==> config.mk <==
export PLATFORM = sky130hd
export DESIGN_NAME = ret_addr_stack
export DESIGN_NICKNAME = d
export VERILOG_FILES = /design/src/rtl/ras_pkg.sv /design/src/rtl/ras_ptr_ctrl.sv /design/src/rtl/ras_storage.sv /design/src/rtl/ras_irq_gate.sv /design/src/rtl/ret_addr_stack.sv
export SDC_FILE = /design/constraint.sdc
export NUM_CORES = 1
export LEC_CHECK = 0
export ABC_AREA = 1
export BUFFER_PORTS_ARGS = -buffer_cell sky130_fd_sc_hd__buf_2
export CAP_MARGIN = 40
export CORE_ASPECT_RATIO = 1.2
export CORE_MARGIN = 4
export CORE_UTILIZATION = 25
export DETAILED_ROUTE_END_ITERATION = 12
export SLEW_MARGIN = 25
export SYNTH_ARGS = -nofsm -noshare
export SYNTH_HDL_FRONTEND = slang
export SYNTH_SLANG_ARGS = --single-unit
==> constraint.sdc <==
create_clock -name clk -period 3.58 [get_ports clk]
set_clock_uncertainty 0.15 [all_clocks]
set_input_delay 0.179 -clock clk [delete_from_list [all_inputs] [get_ports clk]]
set_output_delay 0.179 -clock clk [all_outputs]
set_load 0.1 [all_outputs]
==> src/rtl/ras_pkg.sv <==
package ras_pkg;

    typedef enum logic [1:0] {
        OP_IDLE = 2'd0,
        OP_PUSH = 2'd1,
        OP_POP  = 2'd2
    } stk_op_e;

    localparam int unsigned DEF_DEPTH = 8;
    localparam int unsigned DEF_PC_W  = 13;

endpackage

==> src/rtl/ras_ptr_ctrl.sv <==
module ras_ptr_ctrl
    import ras_pkg::*;
#(
    parameter int unsigned DEPTH = DEF_DEPTH,
    localparam int unsigned PTR_W = $clog2(DEPTH),
    localparam int unsigned CNT_W = $clog2(DEPTH + 1)
) (
    input  logic             clk,
    input  logic             rst_n,
    input  logic             push_i,
    input  logic             pop_i,
    output logic             wr_en_o,
    output logic [PTR_W-1:0] wr_idx_o,
    output logic [PTR_W-1:0] rd_idx_o,
    output logic             full_o,
    output logic             empty_o
);

    localparam logic [PTR_W-1:0] LAST_IDX = PTR_W'(DEPTH - 1);
    localparam logic [CNT_W-1:0] CNT_MAX  = CNT_W'(DEPTH);

    typedef struct packed {
        logic [PTR_W-1:0] ptr;
        logic [CNT_W-1:0] cnt;
    } ptr_state_t;

    ptr_state_t st_d, st_q;
    stk_op_e    op;

    function automatic logic [PTR_W-1:0] idx_inc(input logic [PTR_W-1:0] v);
        return (v == LAST_IDX) ? '0 : v + PTR_W'(1);
    endfunction

    function automatic logic [PTR_W-1:0] idx_dec(input logic [PTR_W-1:0] v);
        return (v == '0) ? LAST_IDX : v - PTR_W'(1);
    endfunction

    always_comb begin
        if (push_i)     op = OP_PUSH;
        else if (pop_i) op = OP_POP;
        else            op = OP_IDLE;
    end

    always_comb begin
        st_d = st_q;
        unique case (op)
            OP_PUSH: begin
                st_d.ptr = idx_inc(st_q.ptr);
                if (st_q.cnt != CNT_MAX) st_d.cnt = st_q.cnt + CNT_W'(1);
            end
            OP_POP: begin
                if (st_q.cnt != '0) begin
                    st_d.ptr = idx_dec(st_q.ptr);
                    st_d.cnt = st_q.cnt - CNT_W'(1);
                end
            end
            default: ;
        endcase
    end

    always_ff @(posedge clk) begin
        if (!rst_n) st_q <= '0;
        else        st_q <= st_d;
    end

    assign wr_en_o  = (op == OP_PUSH);
    assign wr_idx_o = st_q.ptr;
    assign rd_idx_o = idx_dec(st_q.ptr);
    assign full_o   = (st_q.cnt == CNT_MAX);
    assign empty_o  = (st_q.cnt == '0);

    AST_CNT_IN_RANGE: assert property (@(posedge clk) disable iff (!rst_n)
        st_q.cnt <= CNT_MAX);
    AST_EMPTY_POP_HOLDS: assert property (@(posedge clk) disable iff (!rst_n)
        (empty_o && pop_i && !push_i) |=> (empty_o && $stable(st_q.ptr)));
    AST_FULL_STAYS_ON_PUSH: assert property (@(posedge clk) disable iff (!rst_n)
        (full_o && push_i) |=> full_o);
    AST_NOT_BOTH_FLAGS: assert property (@(posedge clk) disable iff (!rst_n)
        !(full_o && empty_o));

endmodule

==> src/rtl/ras_storage.sv <==
module ras_storage
    import ras_pkg::*;
#(
    parameter int unsigned DEPTH = DEF_DEPTH,
    parameter int unsigned PC_W  = DEF_PC_W,
    localparam int unsigned PTR_W = $clog2(DEPTH)
) (
    input  logic             clk,
    input  logic             rst_n,
    input  logic             wr_en_i,
    input  logic [PTR_W-1:0] wr_idx_i,
    input  logic [PC_W-1:0]  wr_data_i,
    input  logic [PTR_W-1:0] rd_idx_i,
    output logic [PC_W-1:0]  rd_data_o
);

    logic [PC_W-1:0] slot_d [DEPTH];
    logic [PC_W-1:0] slot_q [DEPTH];

    for (genvar gi = 0; gi < DEPTH; gi++) begin : g_slot
        always_comb begin
            slot_d[gi] = slot_q[gi];
            if (wr_en_i && (wr_idx_i == PTR_W'(gi))) slot_d[gi] = wr_data_i;
        end

        always_ff @(posedge clk) begin
            if (!rst_n) slot_q[gi] <= '0;
            else        slot_q[gi] <= slot_d[gi];
        end
    end

    assign rd_data_o = slot_q[rd_idx_i];

endmodule

==> src/rtl/ras_irq_gate.sv <==
module ras_irq_gate (
    input  logic clk,
    input  logic rst_n,
    input  logic irq_req_i,
    input  logic full_i,
    input  logic pop_i,
    output logic irq_ack_o
);

    typedef struct packed {
        logic pend;
    } gate_state_t;

    gate_state_t st_d, st_q;
    logic        ack;

    always_comb begin
        ack     = st_q.pend && !full_i;
        st_d    = st_q;
        if (ack) st_d.pend = 1'b0;
        if (irq_req_i) st_d.pend = 1'b1;
    end

    always_ff @(posedge clk) begin
        if (!rst_n) st_q <= '0;
        else        st_q <= st_d;
    end

    assign irq_ack_o = ack;

    AST_FULL_BLOCKS_ACK: assert property (@(posedge clk) disable iff (!rst_n)
        full_i |-> !irq_ack_o);
    AST_PEND_KEPT_WHILE_FULL: assert property (@(posedge clk) disable iff (!rst_n)
        (st_q.pend && full_i) |=> st_q.pend);
    AST_ACK_AFTER_FREE: assert property (@(posedge clk) disable iff (!rst_n)
        (st_q.pend && full_i && pop_i) |=> irq_ack_o);
    AST_ACK_ONE_CYCLE: assert property (@(posedge clk) disable iff (!rst_n)
        (irq_ack_o && !irq_req_i) |=> !irq_ack_o);

endmodule

==> src/rtl/ret_addr_stack.sv <==
module ret_addr_stack
    import ras_pkg::*;
#(
    parameter int unsigned DEPTH = DEF_DEPTH,
    parameter int unsigned PC_W  = DEF_PC_W
) (
    input  logic            clk,
    input  logic            rst_n,
    input  logic            push_i,
    input  logic            pop_i,
    input  logic [PC_W-1:0] pc_i,
    input  logic            irq_req_i,
    output logic [PC_W-1:0] pc_o,
    output logic            full_o,
    output logic            empty_o,
    output logic            irq_ack_o
);

    localparam int unsigned PTR_W = $clog2(DEPTH);

    logic             wr_en;
    logic [PTR_W-1:0] wr_idx;
    logic [PTR_W-1:0] rd_idx;
    logic             full;

    ras_ptr_ctrl #(.DEPTH(DEPTH)) u_ptr (
        .clk      (clk),
        .rst_n    (rst_n),
        .push_i   (push_i),
        .pop_i    (pop_i),
        .wr_en_o  (wr_en),
        .wr_idx_o (wr_idx),
        .rd_idx_o (rd_idx),
        .full_o   (full),
        .empty_o  (empty_o)
    );

    ras_storage #(.DEPTH(DEPTH), .PC_W(PC_W)) u_mem (
        .clk       (clk),
        .rst_n     (rst_n),
        .wr_en_i   (wr_en),
        .wr_idx_i  (wr_idx),
        .wr_data_i (pc_i),
        .rd_idx_i  (rd_idx),
        .rd_data_o (pc_o)
    );

    ras_irq_gate u_gate (
        .clk       (clk),
        .rst_n     (rst_n),
        .irq_req_i (irq_req_i),
        .full_i    (full),
        .pop_i     (pop_i),
        .irq_ack_o (irq_ack_o)
    );

    assign full_o = full;

    AST_NO_PUSH_WITH_POP: assert property (@(posedge clk) disable iff (!rst_n)
        !(push_i && pop_i));
    AST_PUSH_LANDS_ON_TOP: assert property (@(posedge clk) disable iff (!rst_n)
        push_i |=> (pc_o == $past(pc_i)));
    AST_PUSH_CLEARS_EMPTY: assert property (@(posedge clk) disable iff (!rst_n)
        push_i |=> !empty_o);

endmodule

---- Word level (Yosys, flattened, before mapping) ----
Memory sizes are Yosys's and may differ from the RTL's.
Cells that the tools add are included.
W data, S select, Z words.
word-level totals
  latch bits .............................. 0
  memory bits (read-only) ................. 0
  word-level logic and storage cells ...... 89
  memories ................................ 1
  bits of input ports ..................... 18
  register bits ........................... 8
  output and inout bits ................... 16
  bits in writable memories ............... 104
memories
  memory        words  width  read ports  clocked after memory_dff  wr ports  line               source
  u_mem.slot_q  8      13     1           0                         8         ras_storage.sv:18  logic [PC_W-1:0] slot_q [DEPTH];
operators by class
  multiply operators ...................... 0
  reduce and logical (&&, ||, !) cells .... 25
  shift operators ......................... 0
  $add $sub $neg .......................... 4
  equality and inequality tests ........... 21
  div/mod/pow operators ................... 0
  bitwise logic cells ..................... 8
  magnitude comparators ................... 0
  mux-type cells .......................... 27
operator list
  operator               count
  $mux W13               16
  $reduce_and A2 Y1      9
  $pmux W7 S2            1
  $eq A3 B3 Y1 const B   4
  $logic_and A1 B1 Y1    9
  $ne A1 B1 Y1 const B   8
  $or A1 B1 Y1           8
  $mux W7                1
  $eq A3 B2 Y1 const B   2
  $mux W3                2
  $add A4 B1 Y4 const B  1
  $eq A4 B4 Y1 const B   1
  $logic_not A4 Y1       1
  $mux W1                4
  $mux W2                2
  $mux W4                1
  $ne A4 B4 Y1 const B   1
  $reduce_bool A2 Y1     2
  $reduce_bool A4 Y1     1
  $sub A4 B1 Y4 const B  1
  $add A3 B1 Y3 const B  1
  $eq A3 B1 Y1 const B   1
  $logic_not A3 Y1       1
  $reduce_and A3 Y1      1
  other kinds (6)        6

---- Logic depth before layout (Yosys ltp) ----
  word-level depth ........................ 7
  gate-level depth with buffers ........... 13
  mapped depth without buffers ............ 11

---- Cells and area by module ----
A second synthesis with hierarchy kept.
unflattened totals
  cell total of the unflattened synthesis .. 699
  area total of the unflattened synthesis .. 5,850.6 um^2
by module, submodules not included
  module        instances  area each (um^2)  seq. area each (um^2)  cells an instance
  ras_storage   1          5,252.5           3,123.0                611
  ras_ptr_ctrl  1          550.5             140.1                  81
  ras_irq_gate  1          47.5              20.0                   7

---- Worst setup path before layout ----
No wires, ideal clock.
  path kind ............................... reg-to-reg
  start ................................... reg u_ptr.st_q, in the netlist u_ptr.wr_idx_o[0]
  end ..................................... mem u_mem.slot_q[0][0] (netlist name), enable pin
  cell stages (with the launch flop) ...... 8
  library setup time ...................... 0.401 ns
  data required time ...................... 3.029 ns
  arrival time ............................ 2.250 ns
  clock period less this slack ............ 2.802 ns
  slack ................................... 0.778 ns
  buffers on the path ..................... 3
  cells stage by stage .................... dfxtp_1 -> buf_2 -> buf_2 -> inv_1 -> ha_1 -> nand2_4 -> buf_2 -> o21ai_0
RTL lines
  element                 line                source
  from (decl)             ras_ptr_ctrl.sv:27  ptr_state_t st_d, st_q;
  from (signal assigned)  ras_ptr_ctrl.sv:63  else st_q <= st_d;
  to (decl)               ras_storage.sv:18

---- Worst setup path in the final report ----
  start ................................... reg u_ptr.st_q, in the netlist u_ptr.wr_idx_o[0]
  end ..................................... out pc_o[4]
between the ends
  cells in the longest elaborated chain, start to end .. 3
  elaborated cells between the ends (all ways) .. 4
  those cells by class .................... add/sub: 1; mux: 1; reduce/logical: 1; memory: 1
RTL lines
  element                                                   line                  source
  $sub A3 B1 Y3 / $logic_not A3 Y1 (equally long branches)  ras_ptr_ctrl.sv:35    return (v == '0) ? LAST_IDX : v - PTR_W'(1);
  $mux W3 (*)                                               ras_ptr_ctrl.sv:35
  $mem_v2 Z8 W13 (*)                                        -
  to (decl)                                                 ret_addr_stack.sv:13  output logic [PC_W-1:0] pc_o,
Every way passes the cells marked *; elsewhere a longest branch is shown, timed or not.

==> load_flow_metrics.sql <==
INSERT INTO impl_metrics (metric_group, metric, value, unit) VALUES
('sta', 'slew_headroom', '49.0', '%'),
('synthesis', 'number_of_enable_flip_flop_cells_after_synthesis', '104', ''),
('cts', 'tritoncts', 'yes', ''),
('finish', 'post_route_cells_drive_above_1_share', '9.40', '%'),
('hold_path', 'hold_path_class', 'in2reg', ''),
('critical_path', 'crit_arrival', '2900', 'ps'),
('floorplanning', 'die_area', '25500', 'µm²'),
('critical_path', 'regToRegStartpoint', 'u_ptr.wr_idx_o[0]', ''),
('cts', 'post_cts_hold_buffer_count', '1', ''),
('critical_path', 'crit_path_cell_trace', 'inv_1, ha_1, nand2_4, nand2_4, inv_2, nand2_1, nand3_1, nand2_1, nand2_1, nand2_1, buf_2', ''),
('critical_path', 'worst_path_max_delay_cell', 'sky130_fd_sc_hd__nand2_4', ''),
('sta', 'number_of_setup_violations_in_the_final_report', '0', ''),
('sta', 'slew_violations', '0', ''),
('critical_path', 'worst-setup-path-type', 'reg2out', ''),
('critical_path', 'worst_path_largest_cell_delay', '490', 'ps'),
('finish', 'final_cell_count_no_fill', '949', ''),
('critical_path', 'timing.critical_path.fanout_max', '54', ''),
('routing', 'wl_met3', '534', 'µm'),
('run', 'cap_violations', '0', ''),
('critical_path', 'cp-end-kind', 'output pin', ''),
('floorplanning', 'die_height', '174', 'µm'),
('finish', 'n_fill_cell', '2431', ''),
('critical_path', 'timing.critical_path.from', 'u_ptr.wr_idx_o[0]', ''),
('routing', 'wire_per_inst', '15.3', 'µm'),
('cts', 'cts.root.buffer_cell', 'sky130_fd_sc_hd__clkbuf_16', ''),
('floorplanning', 'initial_core_util', '25.6', '%'),
('place', 'place.port_buffers', '33', ''),
('cts', 'clkLatencyLatePin', '350', 'ps'),
('routing', 'drt_pass1_iterations', '5', ''),
('synthesis', 'netlist-cell-type-count', '24', ''),
('synthesis', 'synth_seq_cells', '112', ''),
('finish', 'most-common-layout-cells', 'sky130_fd_sc_hd__nand2_1 (152), sky130_fd_sc_hd__nor2_1 (118), sky130_fd_sc_hd__edfxtp_1 (104)', ''),
('critical_path', 'critPathCapture', 'pc_o[4]', ''),
('place', 'detailed_place_hpwl', '9450', 'µm'),
('cts', 'htree_num_levels', '3', ''),
('floorplanning', 'placementRows', '60', ''),
('status', 'outcome', 'completed', ''),
('synthesis', 'postSynthNetCount', '676', ''),
('synthesis', 'synthesis.area_per_instance', '8.86', 'µm²'),
('critical_path', 'critPathRequiredTime', '3250', 'ps'),
('synthesis', 'synth-seq-area-share', '57.0', '%'),
('place', 'gp_congestion', '0.785', ''),
('synthesis', 'synth_top_cell_by_area', 'sky130_fd_sc_hd__edfxtp_1', ''),
('finish', 'area_delta_synth_final', '11.5', '%'),
('sta', 'final_period_minus_worst_setup_slack', '3230', 'ps'),
('critical_path', 'worst-r2r-setup-slack', '1190', 'ps'),
('sta', 'period_share', '90.2', '%'),
('routing', 'routed-wl-met2', '7140', 'µm'),
('routing', 'detail_route.wirelength', '14500', 'µm'),
('grt', 'grt_usage', '11.5', '%'),
('grt', 'grt_pass1_wl', '22800', 'µm'),
('pwr', 'power-per-cell-area', '565', 'nW/µm²'),
('sta', 'hold_violation_count_in_the_final_report', '0', ''),
('synthesis', 'biggest_area_contributors_in_the_synthesized_netlist', 'sky130_fd_sc_hd__edfxtp_1 (54%), sky130_fd_sc_hd__nand2_1 (9.9%), sky130_fd_sc_hd__nor2_1 (7.7%)', ''),
('synthesis', 'syn-instance-count', '650', ''),
('floorplanning', 'top_level_ports', '34', ''),
('routing', 'antenna_left', '0', ''),
('finish', 'insertedDiodeCount', '0', ''),
('critical_path', 'cp-start-kind', 'flop', ''),
('finish', 'layout.cells.most_common', 'sky130_fd_sc_hd__nand2_1', ''),
('pwr', 'power.ir.vdd_worst', '0.000482', 'V'),
('cts', 'cts_made_buffers', '9', ''),
('synthesis', 'synth_top_area_share', '54.2', '%'),
('critical_path', 'critical_path.reg2reg.endpoint', 'u_mem.slot_q[1][0]', ''),
('synthesis', 'dominantRegCellSynth', 'sky130_fd_sc_hd__edfxtp_1', ''),
('sta', 'rsz_0062_raised_after_global_routing', 'false', ''),
('sta', 'fin_tns_setup', '0', 'ps'),
('sta', 'tightest_slew', '762', 'ps'),
('routing', 'dr.max_layer_used', 'met4', ''),
('routing', 'drt_iter0_drc', '246', ''),
('grt', 'overflow', '0', '');
[critical path: cells and delay by family, from the launching register on]
family / cells / cell delay, ps
simple gates: 7 / 1100
flops: 1 / 320
buf+inv: 3 / 830
fa+ha+maj: 1 / 300
[report_power, final]
| part | internal [µW] | switching (µW) | leakage [µW] |
|---|---|---|---|
| combinational | 203 | 873 | 0.00164 |
| clock | 537 | 472 | 0.000137 |
| sequential | 1510 | 29.0 | 0.00115 |
[flip-flops by register name (all words and copies together), names as in the netlist]
name            cells
u_ptr.wr_idx_o      3
u_gate.st_q         1
u_ptr.st_q          4
u_mem.slot_q      104
[cell type report]
cell class / count / area (µm²) / share of cell area [%]
Multi-Input combinational cell: 409 / 1920 / 29.9
Tap cell: 279 / 349 / 5.44
Sequential cell: 112 / 3280 / 51.1
Inverter: 95 / 362 / 5.63
Timing Repair Buffer: 40 / 224 / 3.49
Clock buffer: 9 / 225 / 3.51
Clock inverter: 5 / 60.1 / 0.935
[synthesized netlist by cell type, types with 3 or more instances]
| master | number |
|---|---|
| sky130_fd_sc_hd__a21oi_1 | 3 |
| sky130_fd_sc_hd__buf_2 | 16 |
| sky130_fd_sc_hd__buf_4 | 5 |
| sky130_fd_sc_hd__buf_6 | 4 |
| sky130_fd_sc_hd__clkbuf_1 | 8 |
| sky130_fd_sc_hd__dfxtp_1 | 8 |
| sky130_fd_sc_hd__edfxtp_1 | 104 |
| sky130_fd_sc_hd__ha_1 | 8 |
| sky130_fd_sc_hd__inv_1 | 90 |
| sky130_fd_sc_hd__inv_2 | 3 |
| sky130_fd_sc_hd__nand2_1 | 152 |
| sky130_fd_sc_hd__nand2_4 | 4 |
| sky130_fd_sc_hd__nand3_1 | 64 |
| sky130_fd_sc_hd__nand3b_1 | 39 |
| sky130_fd_sc_hd__nand4_1 | 7 |
| sky130_fd_sc_hd__nor2_1 | 118 |
| sky130_fd_sc_hd__o21ai_0 | 8 |
[worst min path at each step]
stage	endpoint	slack (ps)	cells past startpoint	from
4_1_cts	u_ptr.st_q[3]	100	3	rst_n
6_report	u_mem.slot_q[2][3]	110	3	pc_i[3]
3_3_place_gp	u_gate.st_q	240	2	irq_req_i
5_1_grt	u_ptr.st_q[3]	130	3	rst_n
2_1_floorplan	u_gate.st_q	150	1	irq_req_i
3_5_place_dp	u_gate.st_q	240	2	irq_req_i
[per-stage QoR]
step / instance area, µm² / hold WS [ps] / total power, µW
final: 6420 / 109 / 3630
after global routing: 6420 / 126 / 3780
after CTS: 6410 / 102 / 3650
after detailed placement: 6110 / 241 / 2650
after global placement: 6110 / 239 / 2640
after floorplan: 5760 / 153 / 2430
[layer usage]
metal	vias up	GRT usage, %
li1	2112	-
met3	17	1.56
met4	0	4.27
met2	97	19.6
met5	-	0
met1	2054	14.9
[cells by family after synthesis]
group	synth area share, %
AND/OR/NAND/NOR	29.8
buffers and inverters	9.71
flip-flops	57.0
AO/OA/AOI/OAI	1.63
adder cells (fa/ha/maj)	1.74
XOR/XNOR	0.152
Power figures use the tool's default switching activity.
